`src/rtl/ofmt_pkg.sv`:
```
package ofmt_pkg;
    typedef enum logic [1:0] {S_IDLE, S_HDR, S_DATA, S_TRL} fmt_state_e;
    typedef enum logic [1:0] {
        ARB_VID     = 2'b00,
        ARB_TXT     = 2'b01,
        ARB_TXT_PRI = 2'b10,
        ARB_VID_PRI = 2'b11
    } arb_mode_e;

    function automatic logic [7:0] trc_xy(input logic f, input logic v, input logic h);
        return {1'b1, f, v, h, v ^ h, f ^ h, f ^ v, f ^ v ^ h};
    endfunction

    function automatic logic [7:0] clip_byte(input logic [7:0] b);
        if (b == 8'h00)      return 8'h01;
        else if (b == 8'hFF) return 8'hFE;
        else                 return b;
    endfunction
endpackage

```
`src/rtl/ofmt_fifo.sv`:
```
module ofmt_fifo #(
    parameter int W     = 32,
    parameter int DEPTH = 8,
    parameter int LVLW  = $clog2(DEPTH + 1)
) (
    input  logic            clk,
    input  logic            rst_n,
    input  logic            push,
    input  logic [W-1:0]    push_data,
    input  logic            push_last,
    input  logic            pop,
    output logic [W-1:0]    rd_data,
    output logic            rd_last,
    input  logic [LVLW-1:0] thr,
    output logic            empty,
    output logic            full,
    output logic            thr_hit,
    output logic            pkt_avail
);
    localparam int PW = (DEPTH > 1) ? $clog2(DEPTH) : 1;

    logic [W:0]      mem [DEPTH];
    logic [PW-1:0]   wptr, rptr;
    logic [LVLW-1:0] level, pkts;
    logic            push_ok, pop_ok;

    assign push_ok = push && !full;
    assign pop_ok  = pop && !empty;
    assign empty   = (level == '0);
    assign full    = (level == LVLW'(DEPTH));
    assign thr_hit = (level >= thr);
    assign pkt_avail = (pkts != '0);
    assign {rd_last, rd_data} = mem[rptr];

    always_ff @(posedge clk) begin
        if (push_ok) mem[wptr] <= {push_last, push_data};
    end

    always_ff @(posedge clk) begin
        if (!rst_n) begin
            wptr  <= '0;
            rptr  <= '0;
            level <= '0;
            pkts  <= '0;
        end else begin
            if (push_ok) wptr <= (wptr == PW'(DEPTH - 1)) ? '0 : wptr + 1'b1;
            if (pop_ok)  rptr <= (rptr == PW'(DEPTH - 1)) ? '0 : rptr + 1'b1;
            level <= level + LVLW'(push_ok) - LVLW'(pop_ok);
            pkts  <= pkts + LVLW'(push_ok && push_last) - LVLW'(pop_ok && rd_last);
        end
    end

    // a pop never targets an empty queue
    p_pop_nonempty_r11: assert property (@(posedge clk) disable iff (!rst_n)
        pop |-> !empty);
    // a push into a full queue without a pop leaves it full
    p_drop_on_full_r11: assert property (@(posedge clk) disable iff (!rst_n)
        (full && push && !pop) |=> full);
    // complete packets never outnumber stored words
    p_pkt_bound_r11: assert property (@(posedge clk) disable iff (!rst_n)
        pkts <= level);
endmodule

```
`src/rtl/ofmt_seq.sv`:
```
module ofmt_seq
    import ofmt_pkg::*;
#(
    parameter logic [7:0] DID = 8'h5A
) (
    input  logic        clk,
    input  logic        rst_n,
    input  logic [1:0]  arb_mode,
    input  logic        wide,
    input  logic        txt_anc,
    input  logic        fld,
    input  logic        vblk,
    input  logic [31:0] vid_rd_data,
    input  logic        vid_rd_last,
    input  logic        vid_pkt,
    input  logic        vid_empty,
    output logic        vid_pop,
    input  logic [31:0] txt_rd_data,
    input  logic        txt_rd_last,
    input  logic        txt_pkt,
    output logic        txt_pop,
    output logic [15:0] dout,
    output logic        dvalid,
    output logic        txt_mark
);
    fmt_state_e  state_q, state_n;
    logic        src_q, src_n;
    logic [1:0]  idx_q, idx_n;
    logic        f_q, f_n, v_q, v_n;
    logic        take_vid, take_txt, elem_end, anc_mode, cur_last, pop;
    logic [31:0] word, elem, shifted;

    always_comb begin
        take_vid = 1'b0;
        take_txt = 1'b0;
        unique case (arb_mode_e'(arb_mode))
            ARB_VID:     take_vid = vid_pkt;
            ARB_TXT:     take_txt = txt_pkt;
            ARB_TXT_PRI: begin
                take_txt = txt_pkt;
                take_vid = vid_pkt && !txt_pkt;
            end
            ARB_VID_PRI: begin
                take_vid = vid_pkt;
                take_txt = txt_pkt && vid_empty;
            end
        endcase
    end

    assign elem_end = wide ? (idx_q == 2'd2) : (idx_q == 2'd3);
    assign anc_mode = src_q && txt_anc;
    assign cur_last = src_q ? txt_rd_last : vid_rd_last;
    assign pop      = (state_q == S_DATA) && elem_end;
    assign vid_pop  = pop && !src_q;
    assign txt_pop  = pop && src_q;

    always_comb begin
        word = src_q ? txt_rd_data : vid_rd_data;
        elem = '0;
        unique case (state_q)
            S_IDLE: elem = '0;
            S_HDR:  elem = anc_mode ? {DID, 8'hFF, 8'hFF, 8'h00}
                                    : {trc_xy(f_q, v_q, 1'b0), 8'h00, 8'h00, 8'hFF};
            S_DATA: for (int b = 0; b < 4; b++) elem[b*8 +: 8] = clip_byte(word[b*8 +: 8]);
            S_TRL:  elem = {trc_xy(f_q, v_q, 1'b1), 8'h00, 8'h00, 8'hFF};
        endcase
        shifted = elem >> {idx_q, 3'b000};
    end

    // next-state and transition logic
    always_comb begin
        state_n = state_q;
        src_n   = src_q;
        f_n     = f_q;
        v_n     = v_q;
        idx_n   = (state_q == S_IDLE || elem_end) ? 2'd0 : idx_q + (wide ? 2'd2 : 2'd1);
        unique case (state_q)
            S_IDLE: if (take_txt || take_vid) begin
                state_n = S_HDR;
                src_n   = take_txt;
                f_n     = fld;
                v_n     = take_txt ? 1'b1 : vblk;
            end
            S_HDR:  if (elem_end) state_n = S_DATA;
            S_DATA: if (elem_end && cur_last) state_n = anc_mode ? S_IDLE : S_TRL;
            S_TRL:  if (elem_end) state_n = S_IDLE;
        endcase
    end

    // state register
    always_ff @(posedge clk) begin
        if (!rst_n) begin
            state_q <= S_IDLE;
            src_q   <= 1'b0;
            idx_q   <= 2'd0;
            f_q     <= 1'b0;
            v_q     <= 1'b0;
        end else begin
            state_q <= state_n;
            src_q   <= src_n;
            idx_q   <= idx_n;
            f_q     <= f_n;
            v_q     <= v_n;
        end
    end

    // registered outputs
    always_ff @(posedge clk) begin
        if (!rst_n) begin
            dout     <= '0;
            dvalid   <= 1'b0;
            txt_mark <= 1'b0;
        end else begin
            dvalid   <= (state_q != S_IDLE);
            txt_mark <= (state_q != S_IDLE) && src_q;
            if (state_q == S_IDLE) dout <= '0;
            else                   dout <= {wide ? shifted[15:8] : 8'h00, shifted[7:0]};
        end
    end

    // idle cycles carry zero on both lanes
    p_idle_zero_r3: assert property (@(posedge clk) disable iff (!rst_n)
        !dvalid |-> (dout == 16'h0000));
    // the text marker only rides on valid cycles
    p_mark_valid_r12: assert property (@(posedge clk) disable iff (!rst_n)
        txt_mark |-> dvalid);
    // source of a running packet never changes
    p_src_hold_r10: assert property (@(posedge clk) disable iff (!rst_n)
        (state_q != S_IDLE && $past(state_q) != S_IDLE) |-> $stable(src_q));
    // payload pops only come from a queue holding a complete packet
    p_pop_in_pkt_r7: assert property (@(posedge clk) disable iff (!rst_n)
        (vid_pop |-> vid_pkt) and (txt_pop |-> txt_pkt));
endmodule

```
`src/rtl/vid_txt_formatter.sv`:
```
module vid_txt_formatter #(
    parameter int          DEPTH = 8,
    parameter logic [7:0]  DID   = 8'h5A,
    localparam int         LVLW  = $clog2(DEPTH + 1)
) (
    input  logic            clk,
    input  logic            rst_n,
    input  logic            vid_push,
    input  logic [31:0]     vid_word,
    input  logic            vid_last,
    input  logic            txt_push,
    input  logic [31:0]     txt_word,
    input  logic            txt_last,
    input  logic [1:0]      arb_mode,
    input  logic            wide_mode,
    input  logic            txt_anc,
    input  logic            fld_id,
    input  logic            vblank,
    input  logic [LVLW-1:0] vid_thr,
    input  logic [LVLW-1:0] txt_thr,
    output logic [15:0]     dout,
    output logic            dq,
    output logic            txt_mark,
    output logic            vid_empty,
    output logic            vid_full,
    output logic            vid_thr_hit,
    output logic            txt_empty,
    output logic            txt_full,
    output logic            txt_thr_hit
);
    logic [31:0] vid_rd, txt_rd;
    logic        vid_rl, txt_rl, vid_pkt, txt_pkt, vid_pop, txt_pop;

    ofmt_fifo #(.W(32), .DEPTH(DEPTH)) u_vid_q (
        .clk(clk), .rst_n(rst_n), .push(vid_push), .push_data(vid_word),
        .push_last(vid_last), .pop(vid_pop), .rd_data(vid_rd), .rd_last(vid_rl),
        .thr(vid_thr), .empty(vid_empty), .full(vid_full), .thr_hit(vid_thr_hit),
        .pkt_avail(vid_pkt)
    );

    ofmt_fifo #(.W(32), .DEPTH(DEPTH)) u_txt_q (
        .clk(clk), .rst_n(rst_n), .push(txt_push), .push_data(txt_word),
        .push_last(txt_last), .pop(txt_pop), .rd_data(txt_rd), .rd_last(txt_rl),
        .thr(txt_thr), .empty(txt_empty), .full(txt_full), .thr_hit(txt_thr_hit),
        .pkt_avail(txt_pkt)
    );

    ofmt_seq #(.DID(DID)) u_seq (
        .clk(clk), .rst_n(rst_n), .arb_mode(arb_mode), .wide(wide_mode),
        .txt_anc(txt_anc), .fld(fld_id), .vblk(vblank),
        .vid_rd_data(vid_rd), .vid_rd_last(vid_rl), .vid_pkt(vid_pkt),
        .vid_empty(vid_empty), .vid_pop(vid_pop),
        .txt_rd_data(txt_rd), .txt_rd_last(txt_rl), .txt_pkt(txt_pkt),
        .txt_pop(txt_pop), .dout(dout), .dvalid(dq), .txt_mark(txt_mark)
    );
endmodule

```
`config.mk`:
```
export PLATFORM = sky130hd
export DESIGN_NAME = vid_txt_formatter
export DESIGN_NICKNAME = d
export VERILOG_FILES = /design/src/rtl/ofmt_pkg.sv /design/src/rtl/ofmt_fifo.sv /design/src/rtl/ofmt_seq.sv /design/src/rtl/vid_txt_formatter.sv
export SDC_FILE = /design/constraint.sdc
export NUM_CORES = 1
export LEC_CHECK = 0
export ABC_AREA = 1
export BUFFER_PORTS_ARGS = -buffer_cell sky130_fd_sc_hd__buf_4
export CORE_MARGIN = 10
export CORE_UTILIZATION = 40
export CTS_CLUSTER_DIAMETER = 120
export DETAILED_ROUTE_END_ITERATION = 7
export HOLD_SLACK_MARGIN = 0.1
export MAX_ROUTING_LAYER = met4
export PLACE_DENSITY_LB_ADDON = 0.3
export SYNTH_ARGS = -nofsm -noshare
export SYNTH_HDL_FRONTEND = slang
export SYNTH_SLANG_ARGS = --single-unit
```
`constraint.sdc`:
```
create_clock -name clk -period 7.6 [get_ports clk]
set_input_delay 0 -clock clk [delete_from_list [all_inputs] [get_ports clk]]
set_output_delay 0 -clock clk [all_outputs]
set_load 0.005 [all_outputs]
```
==> results.json, run 1 <==
{
  "ys_dominant_reg_cell": "edfxtp_1",
  "drc_errors": 0,
  "rsz0062_at_grt": "no",
  "met2_usage_pct": 27.1,
  "ant_nets": 0,
  "dp_hpwl_um": 37400,
  "p_switching_uw": 2140,
  "status": "completed",
  "synth_common_cells": "edfxtp_1, nand2_1, nor2_1, inv_1, nand3_1",
  "layout-drive-gt1-share_pct": 9.99,
  "grt_max_degree": 85,
  "clockRootBuffer": "clkbuf_16",
  "wl_per_cell_um": 19.0,
  "grt_pass1_vias": 17114,
  "dieArea_um2": 73400,
  "crit_slowest_cell": "dfxtp_4",
  "cp-end-kind": "flip-flop",
  "synthCells": 2300,
  "clkLatencyLatePin_ns": 0.61,
  "cts.sinks": 587,
  "startpoint_type": "flip-flop",
  "async_flop_share_pct": 0,
  "syn_area_per_cell_um2": 11.0,
  "maxCapViolCount": 0,
  "path_max_fanout": 72,
  "criticalPathCategory": "reg -> reg",
  "ctsLongestPathBuffers": 3,
  "synth_fa_ha_area_share_pct": 2.45,
  "dr.first_iter.drc_count": 1808,
  "synth_area_um2": 25200,
  "io_buffers": 107,
  "synth_most_common_cell": "edfxtp_1",
  "worst_pin_slew_ns": 0.894,
  "rows": 91,
  "io_pins": 108,
  "intPower_uw": 5700,
  "hold_depth": 2,
  "sw_frac_of_total_pct": 27.3,
  "synth-compound-area-share_pct": 8.10,
  "finClkSkew_ns": 0.00921,
  "vias_per_cell": 5.11,
  "timing.hold.ws_ns": 0.167,
  "final_net_count": 2593,
  "syn_nets": 2431,
  "h-tree-depth": 2,
  "synth_edf_count": 528,
  "use_met1_pct": 23.1,
  "whs_endpoint": "u_txt_q.mem[0][15]",
  "setup_ws_ns": 3.44,
  "hold_class": "in -> reg",
  "finalSetupViolCount": 0,
  "start_util_pct": 40.6,
  "period_share_pct": 54.8,
  "ctsResizeCount": 0,
  "top_usage_layer": "met2",
  "muxShareOfSynthArea_pct": 0.0397,
  "arrival_ns": 4.66,
  "min_from": "txt_word[15]",
  "slew_headroom_pct": 40.3,
  "power.share.combinational_pct": 16.1,
  "synth_cell_types": 38,
  "antenna_found_initial": 5,
  "power_frac_seq_pct": 49.0,
  "reg2reg_to": "u_vid_q.pkts[2]",
  "yosysWarnings": 0,
  "use_met3_pct": 3.25,
  "final_hold_viol_count": 0,
  "slowest_delay_ns": 0.74,
  "yosysTopAreaCellShare_pct": 62.9,
  "instances_no_fill": 3353,
  "synth_top_family_by_area": "simple AND/OR/NAND/NOR gates",
  "gp_congestion": 0.912,
  "preCtsSetupSlack_ns": 3.46,
  "crit_path_cell_trace": "clkinv_2, buf_4, o21ai_1, o22ai_1, o21ai_1, o21bai_1, nor2_1, ha_1, inv_1, ha_1, fa_1, xnor2_1, nor2_1",
  "peakVddDrop_mv": 0.186,
  "max_freq_mhz": 240,
  "power.leakage_uw": 0.0111,
  "wirelength_um": 63700,
  "cts_tree": "built",
  "seq_area_frac_synth_pct": 67.6,
  "power_frac_clock_pct": 35.0,
  "synthXorXnorAreaFrac_pct": 0.243,
  "worstRegToRegCells": 13,
  "finalCriticalPeriod_ns": 4.16,
  "synthTopCellsByArea": "edfxtp_1, nand2_1, dfxtp_1, nor2_1, nand3_1",
  "drv_slew": 0,
  "total_power_uw": 7850,
  "crit_required_ns": 8.09,
  "r2r_slack_ns": 3.44,
  "grt.overflow.total": 0,
  "drtPass1Iterations": 5,
  "core_um2": 62100,
  "cellPowerDensity_nw_per_um2": 267,
  "die_w_um": 271,
  "die-height_um": 271,
  "tns_ns": 0,
  "syn_to_final_growth_pct": 16.5,
  "synth_top_cell_by_area": "edfxtp_1",
  "vias": 17139,
  "synth-simple-area-share_pct": 15.7,
  "synth-seq-cells": 587,
  "grt_usage_pct": 17.5,
  "place_inst": 3156,
  "grt_pass1_wl_um": 98400,
  "path_clk_slew_ns": 0.06,
  "cts_buffers": 59
}
[area by class of cell]
cell class	instances	area [µm²]
Antenna cell	4	10.0
Clock buffer	75	1600
Clock inverter	36	229
Fill cell	5562	32700
Inverter	205	773
Multi-Input combinational cell	1389	6800
Sequential cell	587	17000
Tap cell	837	1050
Timing Repair Buffer	220	1860
[critical path: cells and delay by family (launching register included)]
kind	cells	cell delay, ns
compound gates	4	0.66
xor+xnor	1	0.18
fa+ha+maj	3	0.89
buf+inv	3	1.40
flops	1	0.74
simple gates	2	0.13
[how the worst max path moves through the flow]
stage | from | end | slack, ns | cells after the start
after global routing | flip-flop | u_vid_q.pkts[2] | 3.08 | 13
after detailed placement | flip-flop | u_vid_q.pkts[2] | 3.46 | 13
after global placement | flip-flop | u_vid_q.pkts[2] | 3.54 | 13
after CTS | flip-flop | u_vid_q.pkts[2] | 3.44 | 13
after floorplan | u_txt_q.level[2] | u_txt_q.mem[0][0] | 4.83 | 7
final | flip-flop | u_vid_q.pkts[2] | 3.44 | 13
[flip-flops by register name (all words and copies together) (netlist names), 2 cells and up, named ones only]
name           flops
u_vid_q.level      4
u_txt_q.rptr       3
u_txt_q.level      4
u_vid_q.wptr       3
u_txt_q.mem      264
u_seq.idx_q        2
u_vid_q.pkts       4
u_txt_q.pkts       4
u_seq.dout        16
u_txt_q.wptr       3
u_vid_q.rptr       3
u_seq.state_q      2
u_vid_q.mem      264
[power by group through the flow]
stage / Combinational, µW / Sequential [µW] / Clock (µW)
global placement: 1180 / 3900 / 0
global route: 1400 / 3860 / 2930
floorplan: 732 / 3880 / 0
detailed placement: 1210 / 3910 / 0
finish: 1260 / 3840 / 2740
CTS: 1260 / 3840 / 2800
[metal layers]
layer,routed length [µm],vias up
met2,29700,553
met5,0,-
met3,4520,107
li1,-,8226
met1,27800,8253
met4,1690,0
[layout by cell type (no fill, tap or decap), types with 2 or more instances in the layout]
cell,n
dlygate4sd3_1,82
dfxtp_1,55
nor2_1,291
inv_6,2
o211ai_1,75
fa_1,4
edfxtp_1,528
nor2_4,16
dfxtp_2,2
a31oi_1,4
clkbuf_16,61
o21ai_1,29
o221ai_1,4
clkinv_1,19
a211oi_1,8
dfxtp_4,2
clkbuf_1,12
nand4_1,4
xnor2_1,4
a21o_1,2
clkinvlp_4,4
o22ai_1,7
diode_2,4
nand2_1,484
nand3_1,185
xor2_1,3
clkbuf_8,2
ha_1,43
bufinv_16,2
inv_2,5
clkinv_2,14
buf_4,138
a22oi_1,4
o21ai_0,161
a21oi_1,49
inv_1,194
o211a_1,4
[repair_timing]
action	4_1_cts	5_1_grt
endpoints found under the hold margin	577	0
buffers inserted	0	0
hold buffers	82	0
[logic make-up (layout without fill, tap and decap cells)]
| logic type | count (synthesis) | in the layout |
|---|---|---|
| compound gates | 351 | 351 |
| xor+xnor | 7 | 7 |
| fa+ha+maj | 47 | 47 |
| buf+inv | 324 | 536 |
| flops | 587 | 587 |
| mux | 1 | 1 |
| other cells | 0 | 4 |
| simple gates | 983 | 983 |
[metrics by stage]
stage,instance area (µm²),utilization [%]
after floorplan,25200,-
final,29400,47.3
after CTS,29300,47.3
after global routing,29400,47.3
after detailed placement,26700,43.0
after global placement,26700,43.0
(Power assumes the default switching activity.)
==> run 2: changes to the inputs <==
Clock period 7.6 ns to 3.5 ns, I/O delays scaled along.
==> results.json, run 2 (synthesis results as in run 1) <==
{
  "status": "completed",
  "r2r_slack_ns": 0.24,
  "worstRegToRegCells": 14,
  "clockRootBuffer": "clkbuf_16",
  "reg2reg_from": "u_vid_q.level[2]",
  "layout-drive-gt1-share_pct": 10.7,
  "hold_class": "in -> reg",
  "wirelength_um": 63700,
  "dp_hpwl_um": 37800,
  "reg2reg_to": "u_seq.f_q",
  "peakVddDrop_mv": 0.421,
  "gp_congestion": 0.898,
  "maxCapViolCount": 0,
  "finalCriticalPeriod_ns": 3.26,
  "cts.sinks": 587,
  "cts_tree": "built",
  "grt_pass1_vias": 16850,
  "die_w_um": 271,
  "grt_pass1_wl_um": 98000,
  "worst_pin_slew_ns": 0.723,
  "slew_headroom_pct": 51.3,
  "post_cts_buffers": 0,
  "path_clk_slew_ns": 0.07,
  "grt_max_degree": 145,
  "critPathLaunch": "u_vid_q.level[2]",
  "h-tree-depth": 2,
  "dr.first_iter.drc_count": 1638,
  "power.leakage_uw": 0.0113,
  "drtPass1Iterations": 7,
  "slowest_delay_ns": 0.57,
  "endpoint": "u_seq.f_q",
  "finClkSkew_ns": 0.0189,
  "crit_slowest_cell": "dlygate4sd3_1",
  "crit_required_ns": 4.00,
  "vias_per_cell": 5.09,
  "tns_ns": 0,
  "cts_buffers": 58,
  "io_buffers": 107,
  "arrival_ns": 3.76,
  "startpoint_type": "flip-flop",
  "cellPowerDensity_nw_per_um2": 587,
  "wl_per_cell_um": 18.9,
  "grt.overflow.total": 0,
  "ant_nets": 0,
  "period_share_pct": 93.1,
  "final_net_count": 2605,
  "criticalPathCategory": "reg -> reg",
  "final_common_cell": "edfxtp_1",
  "start_util_pct": 40.6,
  "cp-end-kind": "flip-flop",
  "post-route-util_pct": 47.9,
  "core_um2": 62100,
  "cpMostUsedCell": "dlygate4sd3_1",
  "finalSetupViolCount": 0,
  "vias": 17146,
  "dieArea_um2": 73400,
  "mostFrequentLayoutCells": "edfxtp_1, nand2_1, nor2_1",
  "syn_to_final_growth_pct": 18.1,
  "grt_usage_pct": 17.5,
  "drv_slew": 0,
  "drc_errors": 0,
  "final_hold_viol_count": 0,
  "placed_area_um2": 27000,
  "design_area_um2": 29800,
  "rsz0062_at_grt": "no",
  "crit_path_cell_trace": "inv_1, ha_1, nand3_2, inv_2, nand3_1, a21oi_2, dlygate4sd3_1, nand2_1, nand2_1, inv_1, o21ai_0, dlygate4sd3_1, a21oi_1, dlygate4sd3_1",
  "antenna_found_initial": 6,
  "io_pins": 108,
  "clkLatencyLatePin_ns": 0.62,
  "reg_top3": "u_txt_q.mem: 264 flops, u_vid_q.mem: 264 flops, u_seq.dout: 16 flops",
  "max_freq_mhz": 307,
  "die-height_um": 271,
  "ctsLongestPathBuffers": 3,
  "path_max_fanout": 4,
  "rows": 91
}
==> run 2: layer usage <==
| layer | up-vias | global-route usage, % | wire length [µm] |
|---|---|---|---|
| li1 | 8252 | - | - |
| met5 | - | - | 0 |
| met3 | 103 | 3.26 | 4420 |
| met1 | 8266 | 22.3 | 27400 |
| met4 | 0 | 5.37 | 1440 |
| met2 | 525 | 28.1 | 30500 |
==> run 2: critical path: cells and delay by family, from the launching register on <==
kind                     cells  cell delay, ns
adder cells (fa/ha/maj)      1            0.17
AO/OA/AOI/OAI                3            0.31
flip-flops                   1            0.31
AND/OR/NAND/NOR              4            0.39
buffers and inverters        6            1.96
==> run 2: layout make-up <==
type                    count  area (µm²)
multi-input cells        1389        6800
repair buffers            233        2120
well taps                 837        1050
inverters                 205         773
diodes                      6        15.0
flip-flops and latches    587       17000
fillers                  5483       32300
clock buffers              81        1630
clock inverters            28         319
==> run 2: worst min path at each step <==
stage                      start            endpoint  slack [ns]  depth (start not counted)
finish              txt_word[13]  u_txt_q.mem[2][13]        0.15                          2
global route        txt_word[14]  u_txt_q.mem[3][14]        0.16                          2
CTS                  txt_word[8]   u_txt_q.mem[0][8]        0.13                          2
detailed placement  txt_word[28]  u_txt_q.mem[4][28]        0.23                          1
global placement     txt_word[1]   u_txt_q.mem[4][1]        0.23                          1
floorplan            txt_word[0]   u_txt_q.mem[0][0]         0.1                          0
==> run 2: metrics by stage <==
step	instances	setup slack [ns]	hold slack (ns)	total power (µW)
4_1_cts	3360	0.194	0.126	17600
3_5_place_dp	3169	0.577	0.234	11100
3_3_place_gp	3169	0.623	0.231	11100
5_1_grt	3365	0.00726	0.164	18200
6_report	3366	0.241	0.155	17500
2_1_floorplan	2300	0.728	0.0989	10000
==> run 2: report_power, final <==
part,internal [µW],switching [µW]
clock network,3750,2590
logic,905,1910
registers,8150,170
==> run 2: repair_timing <==
action	in CTS	in global routing
endpoints found under the hold margin	578	0
endpoints found under the setup margin	0	1
gates resized for setup	0	3
hold buffers	82	0
